**config.mk**
```make
export PLATFORM = sky130hd
export DESIGN_NAME = rpulse_shaper
export DESIGN_NICKNAME = d
export VERILOG_FILES = /design/src/rtl/rpulse_pkg.sv /design/src/rtl/rpulse_cfg.sv /design/src/rtl/rpulse_gen.sv /design/src/rtl/rpulse_pad.sv /design/src/rtl/rpulse_shaper.sv
export SDC_FILE = /design/constraint.sdc
export NUM_CORES = 1
export LEC_CHECK = 0
export BUFFER_PORTS_ARGS = -buffer_cell sky130_fd_sc_hd__buf_2
export CAP_MARGIN = 20
export CORE_MARGIN = 2
export CORE_UTILIZATION = 35
export DETAILED_ROUTE_END_ITERATION = 8
export GPL_TIMING_DRIVEN = 0
export SYNTH_ARGS = -nofsm -noshare
export SYNTH_HDL_FRONTEND = slang
export SYNTH_SLANG_ARGS = --single-unit
```
**constraint.sdc**
```tcl
create_clock -name clk -period 2.65 [get_ports clk]
set_input_delay 0.53 -clock clk [delete_from_list [all_inputs] [get_ports clk]]
set_output_delay 0.53 -clock clk [all_outputs]
set_load 0.005 [all_outputs]
```
**src/rtl/rpulse_pkg.sv**
```systemverilog
package rpulse_pkg;
    // Top-byte keys that move the mode flags
    localparam logic [7:0] KEY_POL_HIGH = 8'hA5;
    localparam logic [7:0] KEY_POL_LOW  = 8'h5A;
    localparam logic [7:0] KEY_DRV_PUSH = 8'hA8;
    localparam logic [7:0] KEY_DRV_OPEN = 8'h8A;
endpackage

```
**src/rtl/rpulse_cfg.sv**
```systemverilog
module rpulse_cfg
    import rpulse_pkg::*;
#(
    parameter int WIDTH_BITS = 20,
    parameter logic [WIDTH_BITS-1:0] RESET_WIDTH = 'hFF
) (
    input  logic                  clk,
    input  logic                  rst_n,
    input  logic                  wr_en_i,
    input  logic [31:0]           wr_data_i,
    output logic [31:0]           rd_data_o,
    output logic                  pol_hi_o,
    output logic                  push_pull_o,
    output logic [WIDTH_BITS-1:0] width_o
);
    localparam int RSV_BITS = 30 - WIDTH_BITS;

    typedef struct packed {
        logic                  pol_hi;
        logic                  push_pull;
        logic [WIDTH_BITS-1:0] width;
    } cfg_t;

    cfg_t cfg_d, cfg_q;
    logic [7:0] key;

    assign key = wr_data_i[31:24];

    always_comb begin
        cfg_d = cfg_q;
        if (wr_en_i) begin
            cfg_d.width = wr_data_i[WIDTH_BITS-1:0];
            case (key)
                KEY_POL_HIGH: cfg_d.pol_hi    = 1'b1;
                KEY_POL_LOW:  cfg_d.pol_hi    = 1'b0;
                KEY_DRV_PUSH: cfg_d.push_pull = 1'b1;
                KEY_DRV_OPEN: cfg_d.push_pull = 1'b0;
                default: ;
            endcase
        end
    end

    always_ff @(posedge clk or negedge rst_n) begin
        if (!rst_n) begin
            cfg_q <= '{pol_hi: 1'b0, push_pull: 1'b0, width: RESET_WIDTH};
        end else begin
            cfg_q <= cfg_d;
        end
    end

    assign rd_data_o   = {cfg_q.pol_hi, cfg_q.push_pull, {RSV_BITS{1'b0}}, cfg_q.width};
    assign pol_hi_o    = cfg_q.pol_hi;
    assign push_pull_o = cfg_q.push_pull;
    assign width_o     = cfg_q.width;

    AST_KEY_POL_SET: assert property (@(posedge clk) disable iff (!rst_n)
        wr_en_i && key == KEY_POL_HIGH |=> pol_hi_o);
    AST_KEY_POL_CLR: assert property (@(posedge clk) disable iff (!rst_n)
        wr_en_i && key == KEY_POL_LOW |=> !pol_hi_o);
    AST_KEY_DRV_SET: assert property (@(posedge clk) disable iff (!rst_n)
        wr_en_i && key == KEY_DRV_PUSH |=> push_pull_o);
    AST_NONKEY_HOLD: assert property (@(posedge clk) disable iff (!rst_n)
        wr_en_i && key != KEY_POL_HIGH && key != KEY_POL_LOW &&
        key != KEY_DRV_PUSH && key != KEY_DRV_OPEN
        |=> $stable(pol_hi_o) && $stable(push_pull_o));
endmodule

```
**src/rtl/rpulse_gen.sv**
```systemverilog
module rpulse_gen #(
    parameter int WIDTH_BITS = 20
) (
    input  logic                  clk,
    input  logic                  rst_n,
    input  logic                  trig_i,
    input  logic                  tick_i,
    input  logic [WIDTH_BITS-1:0] width_i,
    output logic                  active_o
);
    typedef struct packed {
        logic                  active;
        logic [WIDTH_BITS-1:0] cnt;
    } gen_t;

    gen_t gen_d, gen_q;

    always_comb begin
        gen_d = gen_q;
        if (!gen_q.active) begin
            if (trig_i) begin
                gen_d.active = 1'b1;
                gen_d.cnt    = width_i;
            end
        end else if (tick_i) begin
            if (gen_q.cnt == '0) begin
                gen_d.active = 1'b0;
            end else begin
                gen_d.cnt = gen_q.cnt - 1'b1;
            end
        end
    end

    always_ff @(posedge clk or negedge rst_n) begin
        if (!rst_n) begin
            gen_q <= '0;
        end else begin
            gen_q <= gen_d;
        end
    end

    assign active_o = gen_q.active;

    AST_START_LOAD: assert property (@(posedge clk) disable iff (!rst_n)
        !gen_q.active && trig_i |=> gen_q.active && gen_q.cnt == $past(width_i));
    AST_LAST_TICK_END: assert property (@(posedge clk) disable iff (!rst_n)
        gen_q.active && tick_i && gen_q.cnt == '0 |=> !gen_q.active);
    AST_RETRIG_IGNORED: assert property (@(posedge clk) disable iff (!rst_n)
        gen_q.active && trig_i && !tick_i |=> gen_q.active && $stable(gen_q.cnt));
endmodule

```
**src/rtl/rpulse_pad.sv**
```systemverilog
module rpulse_pad (
    input  logic asserted_i,
    input  logic pol_hi_i,
    input  logic push_pull_i,
    output logic pin_o,
    output logic pin_oe_o
);
    always_comb begin
        if (push_pull_i) begin
            pin_oe_o = 1'b1;
            pin_o    = pol_hi_i ? asserted_i : !asserted_i;
        end else begin
            pin_o    = 1'b0;
            pin_oe_o = pol_hi_i ? !asserted_i : asserted_i;
        end
    end
endmodule

```
**src/rtl/rpulse_shaper.sv**
```systemverilog
module rpulse_shaper #(
    parameter int WIDTH_BITS = 20,
    parameter logic [WIDTH_BITS-1:0] RESET_WIDTH = 'hFF
) (
    input  logic        clk,
    input  logic        rst_n,
    input  logic        wr_en_i,
    input  logic [31:0] wr_data_i,
    output logic [31:0] rd_data_o,
    input  logic        trig_i,
    input  logic        tick_i,
    output logic        pin_o,
    output logic        pin_oe_o
);
    logic                  pol_hi;
    logic                  push_pull;
    logic [WIDTH_BITS-1:0] width;
    logic                  active;

    rpulse_cfg #(.WIDTH_BITS(WIDTH_BITS), .RESET_WIDTH(RESET_WIDTH)) i_cfg (
        .clk(clk), .rst_n(rst_n), .wr_en_i(wr_en_i), .wr_data_i(wr_data_i),
        .rd_data_o(rd_data_o), .pol_hi_o(pol_hi), .push_pull_o(push_pull),
        .width_o(width)
    );

    rpulse_gen #(.WIDTH_BITS(WIDTH_BITS)) i_gen (
        .clk(clk), .rst_n(rst_n), .trig_i(trig_i), .tick_i(tick_i),
        .width_i(width), .active_o(active)
    );

    rpulse_pad i_pad (
        .asserted_i(active), .pol_hi_i(pol_hi), .push_pull_i(push_pull),
        .pin_o(pin_o), .pin_oe_o(pin_oe_o)
    );

    AST_PP_DRIVES: assert property (@(posedge clk) disable iff (!rst_n)
        push_pull |-> pin_oe_o);
    AST_OD_NO_HIGH: assert property (@(posedge clk) disable iff (!rst_n)
        !push_pull |-> !pin_o);
endmodule

```
==> results.tsv <==
metric	value	unit
Area Overhead vs Synth	22.47	%
Clock Latency Late Sink	300	ps
CTS Buffer Depth	2	
Post-synth EDFFs	0	
CTS clk-pin slew, worst paths	80	ps
mapped cell area	2266	um2
post-CTS setup buffers	0	
Critical Path RT	2840	ps
row count	29	
first-pass GRT wire length	9404	um
min-delay worst type	in2async	
fmax	387.9	MHz
Crit Path Class	reg2reg	
commonest non-fill, non-tap cell in the layout	buf_2	
ys async rst share	1.000	
number of library cell types mapped by synthesis	48	
vias in the first global route	2000	
worst-margin pin slew	956.7	ps
Max FO, Critical Path	6	
ranking of synthesized cells by area	dfrtp_1 (39%), mux2_2 (9.4%), dfstp_2 (9.3%), o21ai_0 (4.0%), buf_4 (4.0%)	
Max Cap Viol	0	
root buffer cell	clkbuf_8	
core area	6314	um2
dpl hpwl	3956	um
drt pass-1 iters	4	
vias per std cell	5.307	
maximum vdd drop	0.0004085	V
post-synthesis sequential area ratio	0.4793	
clock skew	5.070	ps
#FFs+latches synth	43	
DR iter-0 viols	132	
RD Place Congestion	0.8942	
Post-Synthesis Cells	225	
RSZ-0062 raised after global routing	no	
num ports	71	
Rel. slew slack	0.3622	
Initial Utilization	0.3589	
fin cells	375	
Synth top area share	0.3865	
final layout net count	336	
Final Setup Violations	0	
fin crit share	0.9728	
total die area	7133	um2
final slew viol count	0	
layout cells sized above 1	0.3658	
residual DRC count	0	
Period minus WS final	2578	ps
Crit. End Element	flip-flop	
fillers	648	
Lkg Pwr	1.209	nW
total grt overflow	0	
status	finished, final reports clean	
Die W	84.46	um
post-route ant nets	0	
drt total wl	5483	um
Top FF cell, synth	dfrtp_1	
Mean Syn Cell Area	10.07	um2
initial antenna violation count	0	
# port buffers	56	
Inst Count DP	367	
vias post-DR	1990	
chip height	84.46	um
routed len/inst	14.62	um
most frequent cells in the layout	buf_2 (58), dfrtp_1 (35), nand2_1 (24)	
worst hold margin	380.9	ps
Max H-tree Level	2	
CTS tree	built	
pin count of the biggest net entering global routing	44	
TritonCTS buffer count	5	
GRT Total Usage	0.1645	
synthesis warning total	0	
CP startpoint kind	flip-flop	
clock sink count	43	
crit path DAT	2770	ps
largest area contributor in the netlist	dfrtp_1	
final hold viol count	0	
Ant. Diodes	0	
power density cells	750.4	nW/um2
==> registers in the layout, indices dropped and copies added (netlist names) <==
name and count:
i_cfg.width_o 20, i_cfg.pol_hi_o 1, i_gen.active_o 1, i_cfg.push_pull_o 1, i_gen.gen_q 20
==> per-stage QoR <==
step | setup TNS, ps | power (mW) | utilization | area (um2) | worst slack (ps)
2_1_floorplan | 0 | 1.448 | - | 2300 | 270.7
3_3_place_gp | -48.57 | 1.647 | 0.4239 | 2676 | -48.57
3_5_place_dp | -34.69 | 1.661 | 0.4239 | 2676 | -34.69
4_1_cts | 0 | 2.088 | 0.4378 | 2764 | 56.36
5_1_grt | 0 | 2.265 | 0.4396 | 2775 | 12.12
6_report | 0 | 2.082 | 0.4396 | 2775 | 72.01
==> what timing repair did <==
action / CTS / global route
resized for setup: 1 / 2
cloned: 0 / 0
setup endpoints to repair: 2 / 10
hold buffers: 0 / 0
==> report_power, final <==
group | switching (mW) | total [mW] | internal (mW)
Combinational | 0.377 | 0.690 | 0.313
Sequential | 0.159 | 0.987 | 0.827
Clock | 0.221 | 0.406 | 0.185
==> per-layer routing <==
layer | vias up | GRT usage | part of all wire
li1 | 961 | - | -
met1 | 945 | 0.2157 | 0.45
met2 | 75 | 0.2670 | 0.46
met3 | 9 | 0.03441 | 0.074
met4 | 0 | 0.06494 | 0.017
met5 | - | 0 | 0
==> synth_stat cells (all sizes together), types with 3 or more instances <==
cell and instances:
a21oi 11, a22oi 4, buf 16, clkbuf 5, dfrtp 35, dfstp 8, inv 3, mux2 19
nand2 24, nand2b 3, nand3 5, nand4b 3, nor2 15, nor3 8, o211ai 4, o21ai 18
o22ai 4, or3 7, or4 3
==> final timing paths <==
check                                                    from                            end  slack [ps]  cells past startpoint
worst min-delay path                                    rst_n  i_cfg.push_pull_o$_DFFE_PN0P_         380                      1
worst min register to register  i_cfg.width_o[19]$_DFFE_PN0P_    i_gen.gen_q[19]$_DFFE_PN0P_         520                      2
worst max-delay path               i_gen.gen_q[9]$_DFFE_PN0P_    i_gen.gen_q[17]$_DFFE_PN0P_          70                      5
min in group clk                                wr_data_i[12]  i_cfg.width_o[12]$_DFFE_PN0P_         430                      3
max in group asynchronous                               rst_n    i_gen.gen_q[14]$_DFFE_PN0P_        1690                      1
worst max register to register     i_gen.gen_q[9]$_DFFE_PN0P_    i_gen.gen_q[17]$_DFFE_PN0P_          70                      5
==> worst max-delay path: stages (launching register included) <==
cell and delay [ps]:
dfrtp_1 450, or4_4 600, or4b_4 540, or3_1 370, buf_2 180, a221o_1 320
==> area by class of cell <==
type / instances / area (um2) / share of cell area
plain buffers: 21 / 126.4 / 0.04554
clock buffers: 7 / 76.32 / 0.02750
multi-input cells: 167 / 1094 / 0.3940
repair buffers: 56 / 280.3 / 0.1010
flip-flops and latches: 43 / 1086 / 0.3913
clock inverters: 1 / 5.005 / 0.001803
well taps: 77 / 96.34 / 0.03472
inverters: 3 / 11.26 / 0.004058
==> cell families after synthesis <==
logic type               after synthesis  share of synthesized area
XOR/XNOR                               1                   0.003866
multiplexers                          19                    0.09443
adder cells (fa/ha/maj)                2                    0.01104
buffers and inverters                 24                    0.06074
other                                  1                   0.001655
AO/OA/AOI/OAI                         58                     0.1679
flip-flops                            43                     0.4793
AND/OR/NAND/NOR                       77                     0.1811
(Power assumes the default switching activity.)
